==> config.mk <==
export PLATFORM = sky130hd
export DESIGN_NAME = rx_path_decoder
export DESIGN_NICKNAME = d
export VERILOG_FILES = /design/src/rtl/rxd_pkg.sv /design/src/rtl/rxd_speed_decode.sv /design/src/rtl/rxd_bit_packer.sv /design/src/rtl/rxd_out_stage.sv /design/src/rtl/rx_path_decoder.sv
export SDC_FILE = /design/constraint.sdc
export NUM_CORES = 1
export LEC_CHECK = 0
export BUFFER_PORTS_ARGS = -buffer_cell sky130_fd_sc_hd__buf_2
export CAP_MARGIN = 20
export CORE_MARGIN = 5
export CORE_UTILIZATION = 31
export CTS_BUF_LIST = sky130_fd_sc_hd__clkbuf_2
export CTS_CLUSTER_DIAMETER = 40
export CTS_CLUSTER_SIZE = 20
export DETAILED_ROUTE_END_ITERATION = 10
export SLEW_MARGIN = 25
export SYNTH_ARGS = -nofsm -noshare
export SYNTH_HDL_FRONTEND = slang
export SYNTH_SLANG_ARGS = --single-unit
==> constraint.sdc <==
create_clock -name clk -period 2.5 [get_ports clk]
set_input_delay 0.625 -clock clk [delete_from_list [all_inputs] [get_ports clk]]
set_output_delay 0.625 -clock clk [all_outputs]
set_load 0.01 [all_outputs]
==> src/rtl/rxd_pkg.sv <==
package rxd_pkg;

  typedef enum logic [1:0] {
    SPD_S100 = 2'b00,
    SPD_S200 = 2'b01,
    SPD_S400 = 2'b10
  } rx_speed_e;

  typedef enum logic [1:0] {
    ST_WAIT   = 2'b00,
    ST_PREFIX = 2'b01,
    ST_DATA   = 2'b10,
    ST_DRAIN  = 2'b11
  } rx_state_e;

  localparam logic [1:0] CTL_IDLE = 2'b00;
  localparam logic [1:0] CTL_RECV = 2'b10;

endpackage

==> src/rtl/rxd_speed_decode.sv <==
module rxd_speed_decode
  import rxd_pkg::*;
#(
  parameter int DATA_W = 8
) (
  input  logic [DATA_W-1:0] code_i,
  output logic              is_prefix_o,
  output logic              code_ok_o,
  output rx_speed_e         speed_o
);

  localparam logic [DATA_W-1:0] S400_CODE = {4'b0101, {(DATA_W-4){1'b0}}};

  logic hit_s100, hit_s200, hit_s400;

  always_comb begin
    is_prefix_o = (code_i[DATA_W-1 -: 2] == 2'b11);
    hit_s100    = (code_i[DATA_W-1 -: 2] == 2'b00);
    hit_s200    = (code_i[DATA_W-1 -: 4] == 4'b0100);
    hit_s400    = (code_i == S400_CODE);
    code_ok_o   = hit_s100 | hit_s200 | hit_s400;
    if (hit_s400)      speed_o = SPD_S400;
    else if (hit_s200) speed_o = SPD_S200;
    else               speed_o = SPD_S100;
  end

endmodule

==> src/rtl/rxd_bit_packer.sv <==
module rxd_bit_packer
  import rxd_pkg::*;
#(
  parameter int DATA_W = 8
) (
  input  logic              clk,
  input  logic              rst_n,
  input  logic              clear_i,
  input  logic              shift_en_i,
  input  rx_speed_e         speed_i,
  input  logic [DATA_W-1:0] pins_i,
  output logic              byte_done_o,
  output logic [DATA_W-1:0] byte_o,
  output logic              partial_o
);

  localparam int QW    = DATA_W / 4;
  localparam int HW    = DATA_W / 2;
  localparam int CNT_W = 2;

  logic [DATA_W-1:0] acc_q, acc_d, lane;
  logic [CNT_W-1:0]  cnt_q, cnt_d, last_idx;

  always_comb begin
    case (speed_i)
      SPD_S100: begin
        lane     = {acc_q[DATA_W-QW-1:0], pins_i[DATA_W-1 -: QW]};
        last_idx = 2'd3;
      end
      SPD_S200: begin
        lane     = {acc_q[DATA_W-HW-1:0], pins_i[DATA_W-1 -: HW]};
        last_idx = 2'd1;
      end
      default: begin
        lane     = pins_i;
        last_idx = 2'd0;
      end
    endcase
  end

  always_comb begin
    byte_done_o = shift_en_i && (cnt_q == last_idx);
    byte_o      = lane;
    partial_o   = (cnt_q != '0);
    acc_d       = acc_q;
    cnt_d       = cnt_q;
    if (clear_i) begin
      acc_d = '0;
      cnt_d = '0;
    end else if (shift_en_i) begin
      acc_d = lane;
      cnt_d = byte_done_o ? '0 : CNT_W'(cnt_q + 1'b1);
    end
  end

  always_ff @(posedge clk or negedge rst_n) begin
    if (!rst_n) begin
      acc_q <= '0;
      cnt_q <= '0;
    end else if (clear_i || shift_en_i) begin
      acc_q <= acc_d;
      cnt_q <= cnt_d;
    end
  end


  s400_cnt_chk: assert property (@(posedge clk) disable iff (!rst_n)
    (speed_i == SPD_S400) |-> (cnt_q == '0));


  s200_cnt_chk: assert property (@(posedge clk) disable iff (!rst_n)
    (speed_i == SPD_S200) |-> (cnt_q <= 2'd1));

endmodule

==> src/rtl/rxd_out_stage.sv <==
module rxd_out_stage
  import rxd_pkg::*;
#(
  parameter int DATA_W = 8
) (
  input  logic              clk,
  input  logic              rst_n,
  input  logic              start_i,
  input  logic              push_i,
  input  logic [DATA_W-1:0] push_data_i,
  input  logic              finish_i,
  input  logic              discard_i,
  input  logic              err_i,
  input  rx_speed_e         speed_i,
  output logic              valid_o,
  output logic [DATA_W-1:0] data_o,
  output logic              last_o,
  output logic              sop_o,
  output logic [1:0]        speed_o,
  output logic              err_o
);

  logic              pend_vld_q, pend_vld_d;
  logic [DATA_W-1:0] pend_q;
  logic              first_q, first_d;
  logic              emit;
  logic              valid_d, last_d, sop_d;

  always_comb begin
    emit       = pend_vld_q && (push_i || finish_i);
    valid_d    = emit;
    last_d     = emit && finish_i;
    sop_d      = emit && first_q;
    pend_vld_d = pend_vld_q;
    if (discard_i || finish_i) pend_vld_d = 1'b0;
    else if (push_i)           pend_vld_d = 1'b1;
    first_d = first_q;
    if (start_i)   first_d = 1'b1;
    else if (emit) first_d = 1'b0;
  end

  always_ff @(posedge clk or negedge rst_n) begin
    if (!rst_n) begin
      pend_vld_q <= 1'b0;
      first_q    <= 1'b0;
      valid_o    <= 1'b0;
      last_o     <= 1'b0;
      sop_o      <= 1'b0;
      err_o      <= 1'b0;
    end else begin
      pend_vld_q <= pend_vld_d;
      first_q    <= first_d;
      valid_o    <= valid_d;
      last_o     <= last_d;
      sop_o      <= sop_d;
      err_o      <= err_i;
    end
  end

  always_ff @(posedge clk or negedge rst_n) begin
    if (!rst_n) begin
      pend_q  <= '0;
      data_o  <= '0;
      speed_o <= SPD_S100;
    end else begin
      if (push_i) pend_q <= push_data_i;
      if (emit) begin
        data_o  <= pend_q;
        speed_o <= speed_i;
      end
    end
  end


  err_pulse_chk: assert property (@(posedge clk) disable iff (!rst_n)
    err_o |=> !err_o);


  last_needs_valid_chk: assert property (@(posedge clk) disable iff (!rst_n)
    last_o |-> valid_o);


  sop_needs_valid_chk: assert property (@(posedge clk) disable iff (!rst_n)
    sop_o |-> valid_o);


  gap_after_last_chk: assert property (@(posedge clk) disable iff (!rst_n)
    (valid_o && last_o) |=> !valid_o);


  speed_steady_chk: assert property (@(posedge clk) disable iff (!rst_n)
    (valid_o && !sop_o) |-> $stable(speed_o));

endmodule

==> src/rtl/rx_path_decoder.sv <==
module rx_path_decoder
  import rxd_pkg::*;
#(
  parameter int DATA_W = 8
) (
  input  logic              clk,
  input  logic              rst_n,
  input  logic [1:0]        ctl_i,
  input  logic [DATA_W-1:0] dat_i,
  output logic              rx_valid_o,
  output logic [DATA_W-1:0] rx_data_o,
  output logic              rx_last_o,
  output logic              rx_sop_o,
  output logic [1:0]        rx_speed_o,
  output logic              rx_err_o
);

  rx_state_e state_q, state_d;
  rx_speed_e speed_q, speed_d;

  logic is_idle, is_recv;
  logic dec_prefix, dec_ok;
  rx_speed_e dec_speed;
  logic start, shift, finish, discard, err_d;
  logic pk_done, pk_partial;
  logic [DATA_W-1:0] pk_byte;

  assign is_idle = (ctl_i == CTL_IDLE);
  assign is_recv = (ctl_i == CTL_RECV);

  rxd_speed_decode #(.DATA_W(DATA_W)) speed_dec_i (
    .code_i      (dat_i),
    .is_prefix_o (dec_prefix),
    .code_ok_o   (dec_ok),
    .speed_o     (dec_speed)
  );

  always_comb begin
    state_d = state_q;
    speed_d = speed_q;
    start   = 1'b0;
    shift   = 1'b0;
    finish  = 1'b0;
    discard = 1'b0;
    err_d   = 1'b0;
    case (state_q)
      ST_WAIT: begin
        if (is_recv && (&dat_i)) state_d = ST_PREFIX;
      end
      ST_PREFIX: begin
        if (is_idle) begin
          state_d = ST_WAIT;
        end else if (!is_recv) begin
          err_d   = 1'b1;
          state_d = ST_DRAIN;
        end else if (!dec_prefix) begin
          if (dec_ok) begin
            state_d = ST_DATA;
            speed_d = dec_speed;
            start   = 1'b1;
          end else begin
            err_d   = 1'b1;
            state_d = ST_DRAIN;
          end
        end
      end
      ST_DATA: begin
        if (is_recv) begin
          shift = 1'b1;
        end else if (is_idle) begin
          finish  = 1'b1;
          err_d   = pk_partial;
          state_d = ST_WAIT;
        end else begin
          err_d   = 1'b1;
          discard = 1'b1;
          state_d = ST_DRAIN;
        end
      end
      default: begin
        if (is_idle) state_d = ST_WAIT;
      end
    endcase
  end

  always_ff @(posedge clk or negedge rst_n) begin
    if (!rst_n) begin
      state_q <= ST_WAIT;
      speed_q <= SPD_S100;
    end else begin
      state_q <= state_d;
      if (start) speed_q <= speed_d;
    end
  end

  rxd_bit_packer #(.DATA_W(DATA_W)) packer_i (
    .clk         (clk),
    .rst_n       (rst_n),
    .clear_i     (state_q != ST_DATA),
    .shift_en_i  (shift),
    .speed_i     (speed_q),
    .pins_i      (dat_i),
    .byte_done_o (pk_done),
    .byte_o      (pk_byte),
    .partial_o   (pk_partial)
  );

  rxd_out_stage #(.DATA_W(DATA_W)) out_i (
    .clk         (clk),
    .rst_n       (rst_n),
    .start_i     (start),
    .push_i      (pk_done),
    .push_data_i (pk_byte),
    .finish_i    (finish),
    .discard_i   (discard),
    .err_i       (err_d),
    .speed_i     (speed_q),
    .valid_o     (rx_valid_o),
    .data_o      (rx_data_o),
    .last_o      (rx_last_o),
    .sop_o       (rx_sop_o),
    .speed_o     (rx_speed_o),
    .err_o       (rx_err_o)
  );


  abort_err_chk: assert property (@(posedge clk) disable iff (!rst_n)
    (state_q == ST_DATA && !is_recv && !is_idle) |=> rx_err_o);


  silent_probe_chk: assert property (@(posedge clk) disable iff (!rst_n)
    (state_q == ST_PREFIX && is_idle) |=> (!rx_err_o && !rx_valid_o));

endmodule

==> results.toml <==
[critical_path]
cp-end-kind = "flop"
worst_r2r_path_depth = 4
critPathLaunchType = "flop"
path_class = "flop to flop"
arrival_ns = 2.30
required_ns = 2.82
cp_max_fo = 8

[floorplanning]
start_util_pct = 32.1
dieArea_mm2 = 0.00784
ios = 26
rows = 28
fp.dieW_um = 88.5
core_mm2 = 0.00596
die_h_um = 88.5

[timing]
drv_slew = 0
fmax_mhz = 505
post-route-min-period_ns = 1.98
hold_violations = 0
worst_slew_pin_slew_ns = 0.822
fin_worst_skew_ns = 0.0190
fin_setup_tns_ns = 0
holdWs_ns = 0.283
maxSlewHeadroom_pct = 45.2
setup_viol = 0
grt_setup_unrepaired = "false"
fin_crit_sh_pct = 79.3

[route]
drt-vias-per-instance = 4.97
drtIter0Drc = 67
drc = 0
drt_pass1_iterations = 4
num_vias = 1382
final_antenna_net_count = 0
routedWlPerCell_um = 14.8
routed_wl_mm = 4.12

[placement]
place_congestion = 0.804
hpwl_mm = 2.95
port_buffers = 25

[clock_network]
root_buffer = "clkbuf_2"
cts_tree = "built"
clock_sinks = 36
post_cts_buffers = 0
cts_buffers = 5
clock_path_buffers = 2
insertion_delay_ns = 0.39
cts_max_level = 2
cts_resized = 0
hold_buffers = 0
clk_pin_slew_ns = 0.22

[final_layout]
fin_util_pct = 36.3
syn_to_final_growth_pct = 13.0
nFillCells = 623
final_net_count = 219
layout-drive-gt1-share_pct = 29.6
diodes = 0

[pwr]
power.share.clock_pct = 21.3
p_leak_nw = 0.954
p_comb_share_pct = 29.0
vdd_drop_max_v = 0.000284
p_int_mw = 0.891
p_per_area_mw_per_mm2 = 626
p_sw_mw = 0.462
p_sw_share_pct = 34.1
seqPwrFrac_pct = 49.6

[yosys]
synth.net_count = 191
netlist.area_leader.share_pct = 47.1
ys_async_sr_fraction_pct = 100
synthFlopType = "dfrtp_1"
yosysWarnings = 0
yosysMostFrequentCell = "dfrtp_1"
synthesis.area_mm2 = 0.00191
synthCells = 174
synth_seq_cells = 36
synth_common_cells = "36 x dfrtp_1, 26 x nand2_1, 13 x o21ai_0, 9 x mux2_4, 9 x mux2i_1"
synth_area_leaders = "dfrtp_1 47%, mux2_4 7.1%, nand2_1 5.1%"
yosys.area.top_type = "dfrtp_1"
yosysSeqAreaShare_pct = 47.1
synth-edff-count = 0
avgSynthCellArea_um2 = 11.0
synth_cell_types = 40

[global_routing]
top_usage_layer = "met2"
grt_overflow = 0
grtUsageTotal_pct = 11.5
first_global_vias = 1396
use_met3_pct = 3.82
grt_util_met2_pct = 16.9
grt_pass1_wl_mm = 6.95
grt_max_degree = 37
antenna_found_initial = 0
grt_use_met1_pct = 16.7

[run]
drv_cap = 0

[hold_path]
hold_class = "input pin to async pin"

[run_status]
status = "completed"
[cell type report]
class / count / area, um2 / share of cell area, %
tap: 75 / 93.8 / 4.34
inverter: 6 / 22.5 / 1.04
clock inverter: 3 / 23.8 / 1.10
clock buffer: 5 / 25.0 / 1.16
sequential: 36 / 901 / 41.7
multi-input combinational: 122 / 925 / 42.8
timing repair buffer: 31 / 170 / 7.87
[final timing paths]
kind	startpoint	to	slack, ns
worst min-delay path	rst_n	out_i.valid_o	0.28
worst max-delay path	packer_i.cnt_q[0]	out_i.pend_q[6]	0.52
max in group asynchronous	rst_n	out_i.pend_q[2]	1.68
min in group clk	out_i.first_q	out_i.sop_o	0.51
worst max register to register	packer_i.cnt_q[0]	out_i.pend_q[6]	0.52
worst min register to register	out_i.first_q	out_i.sop_o	0.51
[stage by stage]
stage	area, um2	setup WS (ns)	instances	power, mW
floorplan	1910	0.702	174	0.960
global placement	2110	0.501	270	1.07
detailed placement	2110	0.459	270	1.08
CTS	2160	0.520	278	1.37
global route	2160	0.466	278	1.46
finish	2160	0.519	278	1.35
[sequential cells by signal (all words and copies together), names as in the netlist]
name	flops
out_i.speed_o	2
state_q	2
out_i.last_o	1
out_i.err_o	1
packer_i.acc_q	6
out_i.first_q	1
out_i.pend_q	8
out_i.valid_o	1
out_i.sop_o	1
out_i.pend_vld_q	1
out_i.data_o	8
speed_q	2
packer_i.cnt_q	2
[power by group through the flow]
| stage | sequential, mW | clock [mW] | combinational, mW |
|---|---|---|---|
| after floorplan | 0.685 | 0 | 0.275 |
| after global placement | 0.683 | 0 | 0.392 |
| after detailed placement | 0.683 | 0 | 0.395 |
| after CTS | 0.673 | 0.301 | 0.397 |
| after global routing | 0.682 | 0.334 | 0.444 |
| final | 0.672 | 0.289 | 0.393 |
[per-layer routing]
layer  part of all wire [%]  wire length (um)  vias up
li1                       -                 -      670
met1                     51              2110      660
met5                      0                 0        -
met4                    1.2                51        0
met2                     42              1720       42
met3                    5.7               233       10
[critical path: stages, from the launching register on]
cell and delay, ns:
dfrtp_1 0.49, and4bb_4 0.25, o31ai_4 0.45, or2_1 0.39, mux2_4 0.33
[cells in the final DEF, fill, tap and decap left out, drive strengths merged, types with 5 or more instances in the layout]
cell type,n
dfrtp,36
buf,31
nand2,26
mux2,14
o21ai,13
mux2i,9
nor2,8
a21boi,8
inv,6
o2bb2ai,6
ha,5
clkbuf,5
[cell families (layout without fill, tap and decap cells)]
logic type,after synthesis,count (layout),synth area share (%)
AND/OR/NAND/NOR,55,55,15.2
adder cells (fa/ha/maj),5,5,3.27
AO/OA/AOI/OAI,39,39,15.2
multiplexers,23,23,14.7
buffers and inverters,16,45,4.52
flip-flops,36,36,47.1
Power figures use the tool's default switching activity.
